--- config.mk ---
export PLATFORM = sky130hd
export DESIGN_NAME = rand_route
export DESIGN_NICKNAME = d
export VERILOG_FILES = /design/src/rtl/rand_route_pkg.sv /design/src/rtl/rr_lfsr.sv /design/src/rtl/rr_axis_pick.sv /design/src/rtl/rr_xy.sv /design/src/rtl/rand_route.sv
export SDC_FILE = /design/constraint.sdc
export NUM_CORES = 1
export LEC_CHECK = 0
export BUFFER_PORTS_ARGS = -buffer_cell sky130_fd_sc_hd__buf_2
export CAP_MARGIN = 20
export CORE_ASPECT_RATIO = 1.25
export CORE_MARGIN = 5
export CORE_UTILIZATION = 30
export CTS_BUF_LIST = sky130_fd_sc_hd__clkbuf_16
export DETAILED_ROUTE_END_ITERATION = 10
export PLACE_DENSITY = 0.6
export SYNTH_ARGS = -nofsm -noshare
export SYNTH_HDL_FRONTEND = slang
export SYNTH_HIERARCHICAL = 1
export SYNTH_SLANG_ARGS = --single-unit
--- constraint.sdc ---
create_clock -name clk_i -period 3.2 [get_ports clk_i]
set_input_delay 0 -clock clk_i [delete_from_list [all_inputs] [get_ports clk_i]]
set_output_delay 0 -clock clk_i [all_outputs]
set_load 0.01 [all_outputs]
--- src/rtl/rand_route_pkg.sv ---
package rand_route_pkg;
  typedef enum logic [2:0] {
    PORT_LOCAL = 3'd0,
    PORT_EAST  = 3'd1,
    PORT_WEST  = 3'd2,
    PORT_NORTH = 3'd3,
    PORT_SOUTH = 3'd4
  } port_e;

  localparam int unsigned RND_W = 16;
  localparam logic [RND_W-1:0] RND_SEED = 16'hACE1;
endpackage

--- src/rtl/rr_lfsr.sv ---
module rr_lfsr
  import rand_route_pkg::*;
#(
  parameter logic [RND_W-1:0] SEED = RND_SEED
) (
  input  logic             clk_i,
  input  logic             rst_ni,
  output logic [RND_W-1:0] state_o
);
  logic [RND_W-1:0] q;
  logic             fb;

  // x^16 + x^14 + x^13 + x^11 + 1
  assign fb = q[15] ^ q[13] ^ q[12] ^ q[10];

  always_ff @(posedge clk_i or negedge rst_ni) begin
    if (!rst_ni) q <= SEED;
    else         q <= {q[RND_W-2:0], fb};
  end

  assign state_o = q;

  AST_LFSR_NONZERO: assert property (@(posedge clk_i) disable iff (!rst_ni)
    q != '0);
endmodule

--- src/rtl/rr_axis_pick.sv ---
module rr_axis_pick #(
  parameter int unsigned DIM = 4,
  parameter int unsigned W   = 2
) (
  input  logic [W-1:0] raw_i,
  input  logic [W-1:0] dst_i,
  input  logic         quad_i,
  output logic [W-1:0] sel_o,
  output logic         ok_o
);
  localparam int unsigned LO_N = DIM / 2;
  localparam int unsigned HI_N = DIM - LO_N;
  localparam logic [W:0] LO_L  = LO_N[W:0];
  localparam logic [W:0] HI_L  = HI_N[W:0];
  localparam logic [W:0] DIM_L = DIM[W:0];

  logic       dst_hi;
  logic [W:0] lim;
  logic [W-1:0] base;

  assign dst_hi = {1'b0, dst_i} >= LO_L;

  always_comb begin
    if (quad_i) begin
      lim  = dst_hi ? HI_L : LO_L;
      base = dst_hi ? LO_L[W-1:0] : '0;
    end else begin
      lim  = DIM_L;
      base = '0;
    end
  end

  // rejection sampling: out-of-range draws are refused, not folded
  assign ok_o  = {1'b0, raw_i} < lim;
  assign sel_o = base + raw_i;
endmodule

--- src/rtl/rr_xy.sv ---
module rr_xy
  import rand_route_pkg::*;
#(
  parameter int unsigned XW = 2,
  parameter int unsigned YW = 2
) (
  input  logic [XW-1:0] cur_x_i,
  input  logic [YW-1:0] cur_y_i,
  input  logic [XW-1:0] tgt_x_i,
  input  logic [YW-1:0] tgt_y_i,
  output port_e         port_o
);
  always_comb begin
    if (cur_x_i < tgt_x_i)      port_o = PORT_EAST;
    else if (cur_x_i > tgt_x_i) port_o = PORT_WEST;
    else if (cur_y_i < tgt_y_i) port_o = PORT_NORTH;
    else if (cur_y_i > tgt_y_i) port_o = PORT_SOUTH;
    else                        port_o = PORT_LOCAL;
  end
endmodule

--- src/rtl/rand_route.sv ---
module rand_route
  import rand_route_pkg::*;
#(
  parameter int unsigned MESH_X = 4,
  parameter int unsigned MESH_Y = 4,
  localparam int unsigned XW = (MESH_X > 1) ? $clog2(MESH_X) : 1,
  localparam int unsigned YW = (MESH_Y > 1) ? $clog2(MESH_Y) : 1
) (
  input  logic          clk_i,
  input  logic          rst_ni,
  input  logic          cfg_load_gate_i,
  input  logic          cfg_quad_i,
  input  logic          load_hi_i,
  input  logic          inj_valid_i,
  input  logic [XW-1:0] inj_src_x_i,
  input  logic [YW-1:0] inj_src_y_i,
  input  logic [XW-1:0] inj_dst_x_i,
  input  logic [YW-1:0] inj_dst_y_i,
  output logic          inj_ready_o,
  output logic [XW-1:0] inj_mid_x_o,
  output logic [YW-1:0] inj_mid_y_o,
  output logic          inj_phase_o,
  input  logic [XW-1:0] hop_cur_x_i,
  input  logic [YW-1:0] hop_cur_y_i,
  input  logic [XW-1:0] hop_dst_x_i,
  input  logic [YW-1:0] hop_dst_y_i,
  input  logic [XW-1:0] hop_mid_x_i,
  input  logic [YW-1:0] hop_mid_y_i,
  input  logic          hop_phase_i,
  output logic [2:0]    hop_port_o,
  output logic          hop_phase_o
);
  // ---------------- injection side ----------------
  logic [RND_W-1:0] rnd;
  logic [XW-1:0]    cand_x;
  logic [YW-1:0]    cand_y;
  logic             ok_x, ok_y, direct, hit_end;

  rr_lfsr #(.SEED(RND_SEED)) i_lfsr (
    .clk_i  (clk_i),
    .rst_ni (rst_ni),
    .state_o(rnd)
  );

  rr_axis_pick #(.DIM(MESH_X), .W(XW)) i_pick_x (
    .raw_i (rnd[XW-1:0]),
    .dst_i (inj_dst_x_i),
    .quad_i(cfg_quad_i),
    .sel_o (cand_x),
    .ok_o  (ok_x)
  );

  rr_axis_pick #(.DIM(MESH_Y), .W(YW)) i_pick_y (
    .raw_i (rnd[XW+YW-1:XW]),
    .dst_i (inj_dst_y_i),
    .quad_i(cfg_quad_i),
    .sel_o (cand_y),
    .ok_o  (ok_y)
  );

  assign direct  = cfg_load_gate_i & ~load_hi_i;
  assign hit_end = ((cand_x == inj_src_x_i) && (cand_y == inj_src_y_i)) ||
                   ((cand_x == inj_dst_x_i) && (cand_y == inj_dst_y_i));

  assign inj_ready_o = inj_valid_i & (direct | (ok_x & ok_y));
  assign inj_mid_x_o = direct ? inj_dst_x_i : cand_x;
  assign inj_mid_y_o = direct ? inj_dst_y_i : cand_y;
  assign inj_phase_o = direct | hit_end;

  // ---------------- hop side ----------------
  logic          at_mid, phase_eff;
  logic [XW-1:0] tgt_x;
  logic [YW-1:0] tgt_y;
  port_e         port;

  assign at_mid    = (hop_cur_x_i == hop_mid_x_i) && (hop_cur_y_i == hop_mid_y_i);
  assign phase_eff = hop_phase_i | at_mid;
  assign tgt_x     = phase_eff ? hop_dst_x_i : hop_mid_x_i;
  assign tgt_y     = phase_eff ? hop_dst_y_i : hop_mid_y_i;

  rr_xy #(.XW(XW), .YW(YW)) i_xy (
    .cur_x_i(hop_cur_x_i),
    .cur_y_i(hop_cur_y_i),
    .tgt_x_i(tgt_x),
    .tgt_y_i(tgt_y),
    .port_o (port)
  );

  assign hop_port_o  = port;
  assign hop_phase_o = phase_eff;

  // ---------------- assertions ----------------
  AST_LOCAL_AT_DEST: assert property (@(posedge clk_i) disable iff (!rst_ni)
    (hop_port_o == 3'd0) |-> (hop_phase_o && hop_cur_x_i == hop_dst_x_i
                              && hop_cur_y_i == hop_dst_y_i));

  AST_PHASE_STICKY: assert property (@(posedge clk_i) disable iff (!rst_ni)
    hop_phase_i |-> hop_phase_o);

  AST_Y_AFTER_X: assert property (@(posedge clk_i) disable iff (!rst_ni)
    (hop_phase_o && (hop_port_o == 3'd3 || hop_port_o == 3'd4))
      |-> (hop_cur_x_i == hop_dst_x_i));

  AST_PORT_LEGAL: assert property (@(posedge clk_i) disable iff (!rst_ni)
    hop_port_o <= 3'd4);

  AST_READY_NEEDS_VALID: assert property (@(posedge clk_i) disable iff (!rst_ni)
    inj_ready_o |-> inj_valid_i);

  AST_MID_IN_MESH: assert property (@(posedge clk_i) disable iff (!rst_ni)
    inj_ready_o |-> (int'(inj_mid_x_o) < int'(MESH_X)
                     && int'(inj_mid_y_o) < int'(MESH_Y)));

  AST_QUAD_MATCH: assert property (@(posedge clk_i) disable iff (!rst_ni)
    (inj_ready_o && cfg_quad_i)
      |-> (((int'(inj_mid_x_o) >= int'(MESH_X / 2)) == (int'(inj_dst_x_i) >= int'(MESH_X / 2)))
        && ((int'(inj_mid_y_o) >= int'(MESH_Y / 2)) == (int'(inj_dst_y_i) >= int'(MESH_Y / 2)))));

  AST_DIRECT_INJ: assert property (@(posedge clk_i) disable iff (!rst_ni)
    (inj_valid_i && cfg_load_gate_i && !load_hi_i)
      |-> (inj_ready_o && inj_phase_o && inj_mid_x_o == inj_dst_x_i
           && inj_mid_y_o == inj_dst_y_i));
endmodule

==> key figures <==
Timing
  – Slew HR: 0.752
  – Final Max Tran Viols: 0
  – RSZ-0062 raised after global routing: false
  – Period utilization: 0.542
  – Post-route setup TNS: 0 ps
  – Tmin final: 1730 ps
  – Hold slack final: about 190 ps
  – Setup Skew: 3.73 ps
  – Final Hold Viols: 0
  – Worst-margin pin slew: 369 ps
  – Setup violations, final: 0
  – Fmax: 577 MHz

Pwr
  – PD cells: 458 nW/um^2
  – Leakage: around 0.57 nW
  – Overall power: approximately 0.53 mW
  – Peak supply drop: approximately 0.34 mV

Layout
  – Reg area: roughly 400 sq um
  – Number of diodes: 0
  – Layout Nets: about 140
  – Layout cells sized above 1: 0.486
  – Highest-count cells in the layout ignoring fill and taps: buf_2, xnor2_1, dfstp_2, dfrtp_1
  – Fin cells: between 100 and 150
  – Most common library cell in the layout ignoring fill and taps: buf_2
  – Filler instances: about 280
  – Area of the multi-input gates: 418 sq um
  – Post-route cell area: roughly 1200 sq um
  – Max reg flops: 16
  – Syn-to-layout area delta: 34.1%

Yosys
  – Avg Inst Size Synth: roughly 12 sq um
  – Asr flop ratio synth: 1.00
  – Yosys cell types: 21
  – Post-synthesis cell count: 72
  – Register area share after synthesis: 0.472
  – Net Count, Synth: 103
  – FF+latch count, synth: 16
  – Post-synth EDFFs: 0
  – Post-Syn Area: just under 900 sq um
  – Prevailing post-synth register cell: dfstp_2
  – Synth warn: 6

Detailed routing
  – DRT iter0 DRCs: 7
  – Post-Route WL: between 1500 and 2000 microns
  – Vias: 650
  – Vias per cell: about 4.5
  – Antenna viol nets, final: 0
  – Avg WL per Cell: 11.7 microns
  – # DRC: 0
  – 1st-pass router iterations: 4

Placed design
  – I/O Buffers: 36
  – Dpl hpwl: around 1400 microns
  – Gp weighted congestion: about 0.76
  – Cell Area, Placed: around 1100 sq um
  – Dpl cells: 140

Setup path
  – Highest-delay cell along the critical path: mux2_1
  – Critical Path Source: hop_cur_y_i[0]
  – Crit end category: output pin
  – CP most frequent cell: buf_2
  – R2R depth: 2
  – Crit Path Class: input pin to output pin
  – CP cell instances: buf_2 -> xnor2_1 -> a41oi_4 -> mux2_1 -> inv_1 -> ha_1 -> nand2_1 -> nor4bb_1 -> buf_2
  – Crit-path max FO: 5
  – CP top delay family: simple AND/OR/NAND/NOR gates
  – Worst setup SP type: input pin
  – Crit-path max cell delay: 350 ps
  – WP buf/inv: 3
  – Reg-to-reg critical path startpoint: i_lfsr/state_o[10]$_DFF_PN1_
  – Stages on the worst setup path: 9
  – Reg-to-Reg End: i_lfsr/state_o[0]$_DFF_PN1_
  – Worst Path Arrival: 1730 ps
  – Required @ worst endpoint: between 3000 and 4000 ps
  – Worst Setup EP: hop_port_o[2]
  – Worst R2R Setup Slack: ~2300 ps

Global routing
  – All-layer global routing usage: 0.0946
  – Vias in the first global route: approximately 750
  – First-pass GRT wire length: ~3000 microns
  – Largest net degree at the start of global routing: 17
  – Initial antenna violation count: 0
  – Total gr overflow: 0

Floorplan
  – Initial Util: 0.318
  – Die W: between 50 and 60 microns
  – Core ar.: 2730 sq um
  – # rows: 21
  – Top-Level Pins: 37
  – Die area: 4080 sq um
  – Die height: ~70 microns

Min path
  – Hold crit path type: input pin to async pin

Job
  – Max Cap Viol: 0

Clocking
  – CTS resizes: 0
  – CTS tree: yes
  – H-tree Lvls: 1
  – Post-CTS Setup Inserts: 0
  – Clk_lat worst skew: 240 ps
  – Sink Count: 16
  – CTS Buffer Depth: 2
  – Total CTS buffers: 3
  – Root Buffer: clkbuf_16
  – Worst-path clk slew: about 50 ps

Run status
  – Status: finished clean
==> repair_timing <==
| item | 4_1_cts | 5_1_grt |
|---|---|---|
| hold buffers | 1 | 0 |
| setup endpoints to repair | 0 | 0 |
| hold endpoints to repair | 16 | 0 |
==> cell type report <==
cell class | instances | area share
sequential | 16 | 0.352
tap | 34 | 0.0365
inverter | 7 | 0.0225
multi-input combinational | 47 | 0.358
clock buffer | 3 | 0.0644
clock inverter | 1 | 0.00322
timing repair buffer | 37 | 0.163
==> worst min path at each step <==
stage / from / endpoint / slack, ps / depth (start not counted)
floorplan: rst_ni / i_lfsr/state_o[12]$_DFF_PN0_ / -300 / 0
global placement: rst_ni / i_lfsr/state_o[4]$_DFF_PN0_ / -90 / 1
detailed placement: rst_ni / i_lfsr/state_o[4]$_DFF_PN0_ / -80 / 1
CTS: rst_ni / i_lfsr/state_o[2]$_DFF_PN0_ / 190 / 2
global route: rst_ni / i_lfsr/state_o[2]$_DFF_PN0_ / 240 / 2
finish: rst_ni / i_lfsr/state_o[8]$_DFF_PN0_ / 190 / 2
==> metal layers <==
layer  part of all wire  GRT usage
met2               0.49      0.167
met3               0.12     0.0368
met5                  0          0
met4             0.0083     0.0232
met1               0.38      0.104
==> stage by stage <==
stage / setup WS, ps / util
CTS: 1450 / 0.427
finish: 1470 / 0.427
detailed placement: 1440 / 0.394
global route: 1270 / 0.427
floorplan: 1640 / -
global placement: 1480 / 0.394
==> cell families after synthesis <==
kind of cell,count (synthesis),share of synthesized area
XOR/XNOR,17,0.171
flip-flops,16,0.472
AND/OR/NAND/NOR,12,0.0691
buffers and inverters,9,0.0475
multiplexers,8,0.108
AO/OA/AOI/OAI,6,0.0748
adder cells (fa/ha/maj),4,0.0576
==> cells in the mapped netlist (all sizes together) (2+ instances only) <==
| cell | count | share of area |
|---|---|---|
| buf | 2 | 0.017 |
| dfrtp | 8 | 0.23 |
| dfstp | 8 | 0.24 |
| ha | 4 | 0.058 |
| inv | 7 | 0.030 |
| mux2 | 8 | 0.11 |
| nand2 | 7 | 0.030 |
| nand4 | 2 | 0.014 |
| xnor2 | 16 | 0.16 |
==> power by group <==
| group | total (mW) | internal, mW | switching [mW] |
|---|---|---|---|
| Clock | 0.234 | 0.165 | 0.0689 |
| Sequential | 0.203 | 0.203 | 0 |
| Combinational | 0.0973 | 0.0494 | 0.0479 |
| Total | 0.535 | 0.418 | 0.117 |
Note: power is estimated with default switching activity, not from simulation.
